==> config.mk <==
export PLATFORM = sky130hd
export DESIGN_NAME = tmr16_shadow
export DESIGN_NICKNAME = d
export VERILOG_FILES = /design/src/rtl/tmr16_pkg.sv /design/src/rtl/tmr16_decode.sv /design/src/rtl/tmr16_count.sv /design/src/rtl/tmr16_byteport.sv /design/src/rtl/tmr16_flag.sv /design/src/rtl/tmr16_shadow.sv
export SDC_FILE = /design/constraint.sdc
export NUM_CORES = 1
export LEC_CHECK = 0
export BUFFER_PORTS_ARGS = -buffer_cell sky130_fd_sc_hd__buf_2
export CORE_MARGIN = 1
export CORE_UTILIZATION = 55
export DETAILED_ROUTE_END_ITERATION = 7
export GPL_ROUTABILITY_DRIVEN = 0
export PLACE_DENSITY = 0.76
export SETUP_SLACK_MARGIN = 0.15
export SLEW_MARGIN = 5
export SYNTH_ARGS = -nofsm -noshare
export SYNTH_HDL_FRONTEND = slang
export SYNTH_SLANG_ARGS = --single-unit
export TNS_END_PERCENT = 30
==> constraint.sdc <==
create_clock -name clk -period 1.75 [get_ports clk]
set_input_delay 0.175 -clock clk [delete_from_list [all_inputs] [get_ports clk]]
set_output_delay 0.175 -clock clk [all_outputs]
set_load 0.005 [all_outputs]
==> src/rtl/tmr16_pkg.sv <==
package tmr16_pkg;

  localparam int unsigned SEL_LO   = 0;
  localparam int unsigned SEL_HI   = 1;
  localparam int unsigned SEL_STAT = 2;

  typedef struct packed {
    logic rd_lo;
    logic rd_hi;
    logic rd_stat;
    logic rd_other;
    logic wr_lo;
    logic wr_hi;
    logic wr_clr;
  } bus_req_t;

endpackage

==> src/rtl/tmr16_decode.sv <==
module tmr16_decode
  import tmr16_pkg::*;
#(
  parameter int DATA_W = 8,
  parameter int ADDR_W = 2
) (
  input  logic [ADDR_W-1:0] bus_addr,
  input  logic              bus_rd,
  input  logic              bus_wr,
  input  logic [DATA_W-1:0] bus_wdata,
  output bus_req_t          req
);

  logic hit_lo, hit_hi, hit_stat;

  always_comb begin
    hit_lo   = (bus_addr == ADDR_W'(SEL_LO));
    hit_hi   = (bus_addr == ADDR_W'(SEL_HI));
    hit_stat = (bus_addr == ADDR_W'(SEL_STAT));
    req.rd_lo    = bus_rd & hit_lo;
    req.rd_hi    = bus_rd & hit_hi;
    req.rd_stat  = bus_rd & hit_stat;
    req.rd_other = bus_rd & ~(hit_lo | hit_hi | hit_stat);
    req.wr_lo    = bus_wr & hit_lo;
    req.wr_hi    = bus_wr & hit_hi;
    req.wr_clr   = bus_wr & hit_stat & bus_wdata[0];
  end

endmodule

==> src/rtl/tmr16_count.sv <==
module tmr16_count #(
  parameter int DATA_W = 8,
  localparam int CNT_W = 2 * DATA_W
) (
  input  logic              clk,
  input  logic              rst,
  input  logic              cnt_en,
  input  logic              tick,
  input  logic              byte_mode,
  input  logic              load,
  input  logic [DATA_W-1:0] load_hi,
  input  logic [DATA_W-1:0] load_lo,
  output logic [CNT_W-1:0]  cnt_q,
  output logic              ovf_pulse
);

  logic [CNT_W-1:0]  cnt_d;
  logic [DATA_W-1:0] lo_inc;
  logic              step;
  logic              wrap_lo, wrap_all;

  always_comb begin
    step     = cnt_en & tick & ~load;
    lo_inc   = cnt_q[DATA_W-1:0] + 1'b1;
    wrap_lo  = &cnt_q[DATA_W-1:0];
    wrap_all = &cnt_q;
    cnt_d    = cnt_q;
    if (load) begin
      cnt_d = byte_mode ? {{DATA_W{1'b0}}, load_lo} : {load_hi, load_lo};
    end else if (step) begin
      cnt_d = byte_mode ? {{DATA_W{1'b0}}, lo_inc} : cnt_q + 1'b1;
    end else if (byte_mode) begin
      cnt_d[CNT_W-1:DATA_W] = '0;
    end
    ovf_pulse = step & (byte_mode ? wrap_lo : wrap_all);
  end

  always_ff @(posedge clk) begin
    if (rst) cnt_q <= '0;
    else     cnt_q <= cnt_d;
  end

endmodule

==> src/rtl/tmr16_byteport.sv <==
module tmr16_byteport
  import tmr16_pkg::*;
#(
  parameter int DATA_W = 8,
  localparam int CNT_W = 2 * DATA_W
) (
  input  logic              clk,
  input  logic              rst,
  input  bus_req_t          req,
  input  logic [DATA_W-1:0] bus_wdata,
  input  logic [CNT_W-1:0]  cnt_q,
  input  logic              flag_q,
  output logic [DATA_W-1:0] shadow_q,
  output logic [DATA_W-1:0] wbuf_q,
  output logic [DATA_W-1:0] rdata_q
);

  always_ff @(posedge clk) begin
    if (rst) begin
      shadow_q <= '0;
      wbuf_q   <= '0;
    end else begin
      if (req.rd_lo) shadow_q <= cnt_q[CNT_W-1:DATA_W];
      if (req.wr_hi) wbuf_q   <= bus_wdata;
    end
  end

  always_ff @(posedge clk) begin
    if (rst)               rdata_q <= '0;
    else if (req.rd_lo)    rdata_q <= cnt_q[DATA_W-1:0];
    else if (req.rd_hi)    rdata_q <= shadow_q;
    else if (req.rd_stat)  rdata_q <= {{(DATA_W-1){1'b0}}, flag_q};
    else if (req.rd_other) rdata_q <= '0;
  end

endmodule

==> src/rtl/tmr16_flag.sv <==
module tmr16_flag (
  input  logic clk,
  input  logic rst,
  input  logic set_pulse,
  input  logic clr_req,
  output logic flag_q
);

  always_ff @(posedge clk) begin
    if (rst)            flag_q <= 1'b0;
    else if (set_pulse) flag_q <= 1'b1;
    else if (clr_req)   flag_q <= 1'b0;
  end

endmodule

==> src/rtl/tmr16_shadow.sv <==
module tmr16_shadow
  import tmr16_pkg::*;
#(
  parameter int DATA_W = 8,
  parameter int ADDR_W = 2
) (
  input  logic              clk,
  input  logic              rst,
  input  logic              cnt_en,
  input  logic              tick,
  input  logic              byte_mode,
  input  logic [ADDR_W-1:0] bus_addr,
  input  logic              bus_rd,
  input  logic              bus_wr,
  input  logic [DATA_W-1:0] bus_wdata,
  output logic [DATA_W-1:0] bus_rdata,
  output logic              ovf_irq
);

  localparam int CNT_W = 2 * DATA_W;

  bus_req_t          req;
  logic [CNT_W-1:0]  cnt_val;
  logic [DATA_W-1:0] shadow_val;
  logic [DATA_W-1:0] wbuf_val;
  logic              ovf_pulse;
  logic              flag_val;

  tmr16_decode #(.DATA_W(DATA_W), .ADDR_W(ADDR_W)) u_dec (
    .bus_addr  (bus_addr),
    .bus_rd    (bus_rd),
    .bus_wr    (bus_wr),
    .bus_wdata (bus_wdata),
    .req       (req)
  );

  tmr16_count #(.DATA_W(DATA_W)) u_cnt (
    .clk       (clk),
    .rst       (rst),
    .cnt_en    (cnt_en),
    .tick      (tick),
    .byte_mode (byte_mode),
    .load      (req.wr_lo),
    .load_hi   (wbuf_val),
    .load_lo   (bus_wdata),
    .cnt_q     (cnt_val),
    .ovf_pulse (ovf_pulse)
  );

  tmr16_byteport #(.DATA_W(DATA_W)) u_port (
    .clk       (clk),
    .rst       (rst),
    .req       (req),
    .bus_wdata (bus_wdata),
    .cnt_q     (cnt_val),
    .flag_q    (flag_val),
    .shadow_q  (shadow_val),
    .wbuf_q    (wbuf_val),
    .rdata_q   (bus_rdata)
  );

  tmr16_flag u_flag (
    .clk       (clk),
    .rst       (rst),
    .set_pulse (ovf_pulse),
    .clr_req   (req.wr_clr),
    .flag_q    (flag_val)
  );

  assign ovf_irq = flag_val;

endmodule

==> metrics.cfg, run 1 <==
[placed_design]
hpwl_mm=3.80
place_ws_ps=160
io_buffers=25
placedCellCount=315

[drt]
vias=1929
drt_iter0_drc=200
drt_wl_total_mm=5.23
drc=0
drtPass1Iterations=7
wire_per_inst_um=16.2
ant_nets=0
via_per_inst=5.97

[sta]
final_max_slew_viol_count=0
hold_viol_final=0
fmax_mhz=630
finalCritPeriodShare_pct=90.8
setup_viol=0
tightest_slew_ps=520
slew_headroom_pct=65.2
grt_setup_unrepaired=true
hold_slack_ps=133
fin_tns_setup_ps=0
worst_slack_ps=162
clock_skew_ps=5.64
layout_min_cycle_time_ps=1590

[global_route]
grt_first_pass_wirelength_mm=8.82
overflow=0
grt_max_degree=35
antenna_found_initial=0
grt_pass1_vias=1795
grt_use_total_pct=29.0

[floorplanning]
die_area_um2=3990
die_y_um=63.2
core_um2=3470
initial_core_util_pct=59.4
die_x_um=63.2
io_pins=26
rows=21

[clocking]
clkTransAtPathRegs_ps=80
cts_max_level=2
clock_path_buffers=2
cts_root_buf=clkbuf_8
clock_latency_ps=300
cts_tree=yes
post-cts-setup-buffer-count=0
hold_buffers=0
cts.sinks=41
cts_buffers=5

[yosys]
synth.net_count=257
yosys_warnings=0
yosys.area.top_type=dfxtp_1
synth_common_cells=dfxtp_1, nor2_1, a21oi_1, nand2_1, nand3_1
synth-seq-cells=41
synth_top_area_share_pct=39.9
yosysMostFrequentCell=dfxtp_1
syn_area_per_cell_um2=8.62
synth_edf_count=0
seq_area_frac_synth_pct=39.9
syn_inst=239
synth_flop_cell=dfxtp_1
synth_cell_type_count=51
yosys-top-cells-area=dfxtp_1, a21oi_1, nor2_1
netlist_area_um2=2060
async_reset_ff_share_pct=0

[pwr]
p_leak_uw=0.000967
ir_worst_vdd_v=0.000566
p_per_area_nw_per_um2=800

[cells_and_area]
final_cells=323
final_util_pct=70.8
nNetsFinal=294
area_delta_synth_final_pct=19.2
num_antenna_cells=0
drive_above_1_share_pct=26.0
fillers=291

[worst_setup_path]
crit_type=reg -> reg
cp-end-kind=register
worstPathRequired_ps=1940
worst-path-max-fanout=7
arrival_ps=1780
startpoint_type=register

[job]
drv_cap=0

[status]
status=finished, final reports clean

[worst_hold_path]
hold_class=in -> reg

-- power by group --
part | leakage, uW | total [uW] | switching, uW | internal [uW]
Sequential | 0.000334 | 980 | 25.1 | 955
Clock | 0.0000585 | 800 | 335 | 465
Combinational | 0.000575 | 185 | 106 | 78.2
Total | 0.000967 | 1960 | 466 | 1500
-- registers in the layout (all words and copies together), names as in the netlist --
register         cells
u_port.shadow_q      8
u_cnt.cnt_q         16
u_port.wbuf_q        8
u_flag.flag_q        1
u_port.rdata_q       8
-- layout by cell type, fill, tap and decap left out, types with 2 or more instances in the layout --
cell type | netlist | final
dfxtp_1 | 41 | 38
nor2_1 | 29 | 29
buf_2 | 4 | 25
nand2_1 | 23 | 23
a21oi_1 | 23 | 23
buf_4 | 2 | 21
nand3_1 | 13 | 13
nor2b_1 | 10 | 10
mux2i_1 | 9 | 9
a211oi_1 | 8 | 8
mux2_2 | 7 | 7
clkbuf_8 | 0 | 6
nand4_1 | 5 | 5
xnor2_1 | 4 | 4
or3_1 | 4 | 4
o21ai_0 | 4 | 4
xor2_1 | 4 | 4
nor3_1 | 3 | 3
dfxtp_2 | 0 | 3
nand4_4 | 1 | 2
or4_1 | 2 | 2
inv_1 | 2 | 2
nor4_1 | 3 | 2
o211ai_1 | 2 | 2
nor4_4 | 1 | 2
a311oi_1 | 2 | 2
-- worst paths after layout --
kind	from	endpoint	slack, ps	cells past startpoint
worst min register to register	u_port.wbuf_q[7]	u_port.wbuf_q[7]	470	2
worst max-delay path	u_cnt.cnt_q[7]	u_cnt.cnt_q[14]	160	4
worst min-delay path	bus_wdata[3]	u_port.wbuf_q[3]	130	3
worst max register to register	u_cnt.cnt_q[7]	u_cnt.cnt_q[14]	160	4
-- cell families (layout without fill, tap and decap cells) --
| kind of cell | Yosys count | count (layout) | synth area share (%) |
|---|---|---|---|
| flip-flops | 41 | 41 | 39.9 |
| XOR/XNOR | 8 | 8 | 3.40 |
| adder cells (fa/ha/maj) | 1 | 1 | 0.607 |
| AND/OR/NAND/NOR | 107 | 107 | 28.9 |
| AO/OA/AOI/OAI | 48 | 48 | 14.4 |
| multiplexers | 16 | 16 | 8.20 |
| buffers and inverters | 18 | 56 | 4.68 |
-- layer usage --
layer	track usage (%)	part of all wire, %	vias up
met5	0	0	-
met4	11.1	2.1	0
met3	5.98	5.9	14
met2	46.5	47	69
met1	38.1	45	904
li1	-	-	942
-- metrics by stage --
stage / instance area, um^2 / power, uW
finish: 2450 / 1960
global placement: 2310 / 1180
floorplan: 2060 / 1100
detailed placement: 2310 / 1180
global route: 2450 / 2030
CTS: 2430 / 1970
-- worst max-delay path, stage by stage (launching register included) --
cell     delay, ps
dfxtp_1        500
nand4_4        220
or4_1          540
o22ai_1        130
a21oi_1         80
-- final cells by class --
cell class / count / area (um^2) / share of cell area, %
clock buffer: 7 / 86.3 / 3.52
clock inverter: 1 / 30.0 / 1.22
inverter: 2 / 7.51 / 0.306
multi-input combinational: 180 / 1170 / 47.5
sequential: 41 / 825 / 33.6
tap: 46 / 57.6 / 2.34
timing repair buffer: 46 / 283 / 11.5
-- repair_timing --
item | CTS | global route
endpoints found under the setup margin | 2 | 9
cloned | 0 | 0
gates resized for setup | 1 | 5
Power figures use the tool's default switching activity.
==> inputs of run 2 (changes only) <==
--- a/config.mk
+++ b/config.mk
@@ -8,6 +8,7 @@
 export BUFFER_PORTS_ARGS = -buffer_cell sky130_fd_sc_hd__buf_2
 export CORE_MARGIN = 1
 export CORE_UTILIZATION = 55
+export CTS_BUF_LIST = sky130_fd_sc_hd__clkbuf_8
 export DETAILED_ROUTE_END_ITERATION = 7
 export GPL_ROUTABILITY_DRIVEN = 0
 export PLACE_DENSITY = 0.76
==> metrics.cfg, run 2 (synthesis results as in run 1) <==
[cells_and_area]
regMostFlops=u_cnt.cnt_q
num_antenna_cells=0  ; unchanged
final_common_cell=dfxtp_1
nNetsFinal=294  ; unchanged
postLayoutCellArea_um2=2450  ; unchanged
largest_reg_flops=16  ; unchanged
final_cells=323  ; unchanged
final_cell_mix=dfxtp_1, nor2_1, buf_2
drive_above_1_share_pct=26.0  ; unchanged
area_delta_synth_final_pct=19.2  ; unchanged

[sta]
grt_setup_unrepaired=true
fin_tns_setup_ps=0  ; unchanged
hold_viol_final=0  ; unchanged
finalCritPeriodShare_pct=90.8  ; unchanged
final_max_slew_viol_count=0  ; unchanged
fmax_mhz=630  ; unchanged
setup_viol=0  ; unchanged
tightest_slew_ps=520  ; unchanged
slew_headroom_pct=65.2  ; unchanged
clock_skew_ps=5.64  ; unchanged
layout_min_cycle_time_ps=1590  ; unchanged

[placed_design]
placed_cell_area_um2=2310  ; unchanged
hpwl_mm=3.80  ; unchanged
placedCellCount=315  ; unchanged
io_buffers=25  ; unchanged

[drt]
ant_nets=0  ; unchanged
drtPass1Iterations=7  ; unchanged
drc=0  ; unchanged
wire_per_inst_um=16.2  ; unchanged
via_per_inst=5.97  ; unchanged
drt_wl_total_mm=5.23  ; unchanged
vias=1929  ; unchanged
drt_iter0_drc=200  ; unchanged

[global_route]
grt_pass1_vias=1795  ; unchanged
grt_use_total_pct=29.0  ; unchanged
overflow=0  ; unchanged
antenna_found_initial=0  ; unchanged
grt_max_degree=35  ; unchanged
grt_first_pass_wirelength_mm=8.82  ; unchanged

[floorplanning]
die_x_um=63.2  ; unchanged
die_y_um=63.2  ; unchanged
core_um2=3470  ; unchanged
io_pins=26  ; unchanged
rows=21  ; unchanged
die_area_um2=3990  ; unchanged
initial_core_util_pct=59.4  ; unchanged

[clocking]
clock_path_buffers=2  ; unchanged
cts_root_buf=clkbuf_8
post-cts-setup-buffer-count=0  ; unchanged
cts.sinks=41  ; unchanged
clkTransAtPathRegs_ps=80  ; about the same
clock_latency_ps=300  ; about the same
cts_tree=yes
cts_max_level=2  ; unchanged
cts_buffers=5  ; unchanged
hold_buffers=0  ; unchanged

[pwr]
p_leak_uw=0.000971  ; +0.43%
p_per_area_nw_per_um2=798  ; -0.28%
ir_worst_vdd_v=0.000566  ; about the same

[worst_setup_path]
cp-end-kind=register
arrival_ps=1780  ; about the same
startpoint_type=register
worstPathRequired_ps=1940  ; about the same
crit_type=reg -> reg
worst-path-max-fanout=7  ; unchanged

[worst_hold_path]
hold_class=in -> reg

[job]
drv_cap=0  ; unchanged

[status]
status=finished, final reports clean

## run 2: area by class of cell
type / instances / area [um^2]
inverter: 2 / 7.51
clock buffer: 6 / 82.6
fill: 291 / 1010
clock inverter: 2 / 33.8
tap: 46 / 57.6
timing repair buffer: 46 / 283
sequential: 41 / 825
multi-input combinational: 180 / 1170
## run 2: through the flow
step	worst slack, ps	util, %	hold WS, ps	total power [uW]
after floorplan	326	-	322	1100
after global placement	193	66.6	441	1180
after detailed placement	160	66.6	450	1180
after CTS	149	70.2	131	1970
after global routing	86.0	70.8	140	2020
final	162	70.8	133	1960
## run 2: critical path, cell delays in order, from the launching register on
cell	delay (ps)
dfxtp_1	500
nand4_4	220
or4_1	540
o22ai_1	130
a21oi_1	80
## run 2: repair_timing
item / in CTS / in global routing
endpoints found under the hold margin: 0 / 0
resized for setup: 1 / 5
endpoints found under the setup margin: 2 / 9
## run 2: report_power, final
| part | switching, uW | leakage, uW | internal (uW) |
|---|---|---|---|
| sequential | 25.1 | 0.000334 | 955 |
| clock | 335 | 0.0000626 | 459 |
| combinational | 106 | 0.000575 | 78.2 |
| total | 466 | 0.000971 | 1490 |
## run 2: worst paths after layout
path | from | endpoint | slack [ps] | cells after the start
max | u_cnt.cnt_q[7] | u_cnt.cnt_q[14] | 160 | 4
max reg2reg | u_cnt.cnt_q[7] | u_cnt.cnt_q[14] | 160 | 4
min reg2reg | u_port.wbuf_q[7] | u_port.wbuf_q[7] | 470 | 2
min | bus_wdata[3] | u_port.wbuf_q[3] | 130 | 3
## run 2: per-layer routing
metal	share of wire (%)	wire length, um	track usage, %
met2	47	2470	46.5
met4	2.1	110	11.1
met1	45	2350	38.1
met5	0	0	0
met3	5.9	307	5.98
==> inputs of run 3 (changes only) <==
--- a/config.mk
+++ b/config.mk
@@ -13,8 +13,9 @@
 export GPL_ROUTABILITY_DRIVEN = 0
 export PLACE_DENSITY = 0.76
 export SETUP_SLACK_MARGIN = 0.15
-export SLEW_MARGIN = 5
+export SLEW_MARGIN = 20
 export SYNTH_ARGS = -nofsm -noshare
 export SYNTH_HDL_FRONTEND = slang
+export SYNTH_HIERARCHICAL = 1
 export SYNTH_SLANG_ARGS = --single-unit
 export TNS_END_PERCENT = 30
==> constraint.sdc (replaced) <==
create_clock -name clk -period 1.75 [get_ports clk]
set_input_delay 0.35 -clock clk [delete_from_list [all_inputs] [get_ports clk]]
set_output_delay 0.35 -clock clk [all_outputs]
set_load 0.005 [all_outputs]
==> metrics.cfg, run 3 <==
[yosys]
seq_area_frac_synth_pct=39.9  ; +0.073 points
yosys-top-cells-area=dfxtp_1, nor2_1, mux2i_1
synth_cell_type_count=43  ; -16%
syn_inst=233  ; -2.5%
yosys.area.top_type=dfxtp_1
synth.net_count=251  ; -2.3%
async_reset_ff_share_pct=0  ; unchanged
synth_common_cells=nor2_1, dfxtp_1, a21oi_1, nand2_1, mux2i_1
syn_area_per_cell_um2=8.82  ; +2.4%
synth_top_area_share_pct=39.9  ; +0.073 points
netlist_area_um2=2060  ; -0.18%
synth_flop_cell=dfxtp_1
yosysMostFrequentCell=nor2_1
synth-seq-cells=41  ; unchanged
synth_edf_count=0  ; unchanged
yosys_warnings=6  ; +6

[drt]
via_per_inst=5.71  ; -4.4%
drt_iter0_drc=126  ; -37%
vias=1833  ; -5.0%
drc=0  ; unchanged
ant_nets=0  ; unchanged
wire_per_inst_um=15.3  ; -5.2%
drtPass1Iterations=5  ; -2
drt_wl_total_mm=4.93  ; -5.8%

[sta]
fin_tns_setup_ps=0  ; unchanged
hold_viol_final=0  ; unchanged
grt_setup_unrepaired=true
setup_viol=0  ; unchanged
slew_headroom_pct=66.9  ; +1.7 points
finalCritPeriodShare_pct=90.1  ; -0.71 points
clock_skew_ps=11.8  ; +6.20 ps
hold_slack_ps=286  ; +152 ps
fmax_mhz=635  ; +0.79%
layout_min_cycle_time_ps=1580  ; -12.5 ps
tightest_slew_ps=492  ; -28.0 ps
final_max_slew_viol_count=0  ; unchanged

[status]
status=finished, final reports clean

[worst_setup_path]
slowest_stage=nor4_1
cp-end-kind=register
crit_type=reg -> reg
arrival_ps=1830  ; +50 ps
startpoint_type=register
critical_path.top_delay_family=simple AND/OR/NAND/NOR gates
worst-path-max-fanout=7  ; unchanged
crit_chain=buf_4, nand4_1, nor4_1, xor2_1, mux2i_1, nor2_1
path_buf_inv=1  ; +1
worstPathRequired_ps=2000  ; +60 ps
max_stage_delay_ps=390  ; -150 ps

[global_route]
grt_first_pass_wirelength_mm=8.09  ; -8.2%
grt_use_total_pct=26.6  ; -2.4 points
grt_max_degree=35  ; unchanged
overflow=0  ; unchanged
antenna_found_initial=0  ; unchanged
grt_pass1_vias=1757  ; -2.1%

[job]
drv_cap=0  ; unchanged

[clocking]
cts_max_level=2  ; unchanged
clock_latency_ps=310  ; about the same
clock_path_buffers=2  ; unchanged
cts_root_buf=clkbuf_8
hold_buffers=0  ; unchanged
cts_tree=yes
cts.sinks=41  ; unchanged
clkTransAtPathRegs_ps=90  ; about the same
cts_buffers=5  ; unchanged

[cells_and_area]
final_cell_mix=nor2_1, dfxtp_1, buf_2
regMostFlops=u_cnt/cnt_q
largest_reg_flops=16  ; unchanged
area_delta_synth_final_pct=20.3
nNetsFinal=292  ; -0.68%
num_antenna_cells=0  ; unchanged
drive_above_1_share_pct=28.7  ; +2.7 points
final_common_cell=nor2_1
final_util_pct=71.3  ; +0.54 points

[floorplanning]
die_y_um=63.1  ; about the same
initial_core_util_pct=59.3  ; -0.11 points
die_x_um=63.1  ; about the same
rows=21  ; unchanged
io_pins=26  ; unchanged
core_um2=3470  ; unchanged
die_area_um2=3990  ; -0.17%

[pwr]
p_leak_uw=0.000977  ; +0.67%
ir_worst_vdd_v=0.000551  ; -2.7%
p_per_area_nw_per_um2=781  ; -2.2%

[placed_design]
io_buffers=25  ; unchanged
hpwl_mm=3.41  ; -10%

[worst_hold_path]
hold_class=in -> reg

## run 3: final cells by class
cell class              count  area [um^2]
clock buffers               5         68.8
clock inverters             3         42.5
fillers                   306          995
inverters                   4         15.0
multi-input cells         176         1180
flip-flops and latches     41          830
well taps                  46         57.6
repair buffers             46          283
## run 3: cells by family after synthesis
logic type / Yosys count / synth area share, %
AOI/OAI and AO/OA: 40 / 13.6
DFF: 41 / 39.9
xor gates and xnor gates: 11 / 4.69
and+or+nand+nor: 110 / 29.9
muxes: 14 / 6.82
adders and majority gates: 1 / 0.609
buffers and inverters: 16 / 4.50
## run 3: what timing repair did
action / in CTS / in global routing
pin swaps: 0 / 7
gates resized for setup: 1 / 11
setup endpoints to repair: 1 / 7
setup buffers: 0 / 2
## run 3: tightest hold or removal path, stage by stage
cell and delay (ps):
buf_2 90, mux2i_1 60, nor2_1 70
## run 3: final timing paths
| check | start | to | slack, ps | cells after the start |
|---|---|---|---|---|
| hold / removal | bus_wdata[2] | u_port/wbuf_q[2] | 290 | 3 |
| setup / recovery | u_cnt/cnt_q[5] | u_cnt/cnt_q[11] | 170 | 6 |
| setup reg to reg | u_cnt/cnt_q[5] | u_cnt/cnt_q[11] | 170 | 6 |
| hold reg to reg | u_port/rdata_q[0] | u_port/rdata_q[0] | 460 | 2 |
## run 3: per-layer routing
layer	up-vias	part of all wire [%]	GRT usage, %
li1	911	-	-
met1	844	45	33.3
met2	68	48	43.7
met3	10	6.0	4.53
met4	0	1.8	13.4
met5	-	0	0
## run 3: report_power, final
| part | switching [uW] | internal (uW) |
|---|---|---|
| sequential | 18.1 | 950 |
| combinational | 109 | 80.2 |
| clock | 351 | 422 |
| total | 478 | 1450 |
## run 3: per-stage QoR
stage	setup slack (ps)	cell area, um^2	power, uW	cells
5_1_grt	83.4	2470	2000	321
4_1_cts	172	2430	1930	319
2_1_floorplan	134	2060	1100	233
6_report	174	2470	1930	321
3_3_place_gp	144	2310	1170	311
3_5_place_dp	123	2310	1170	311
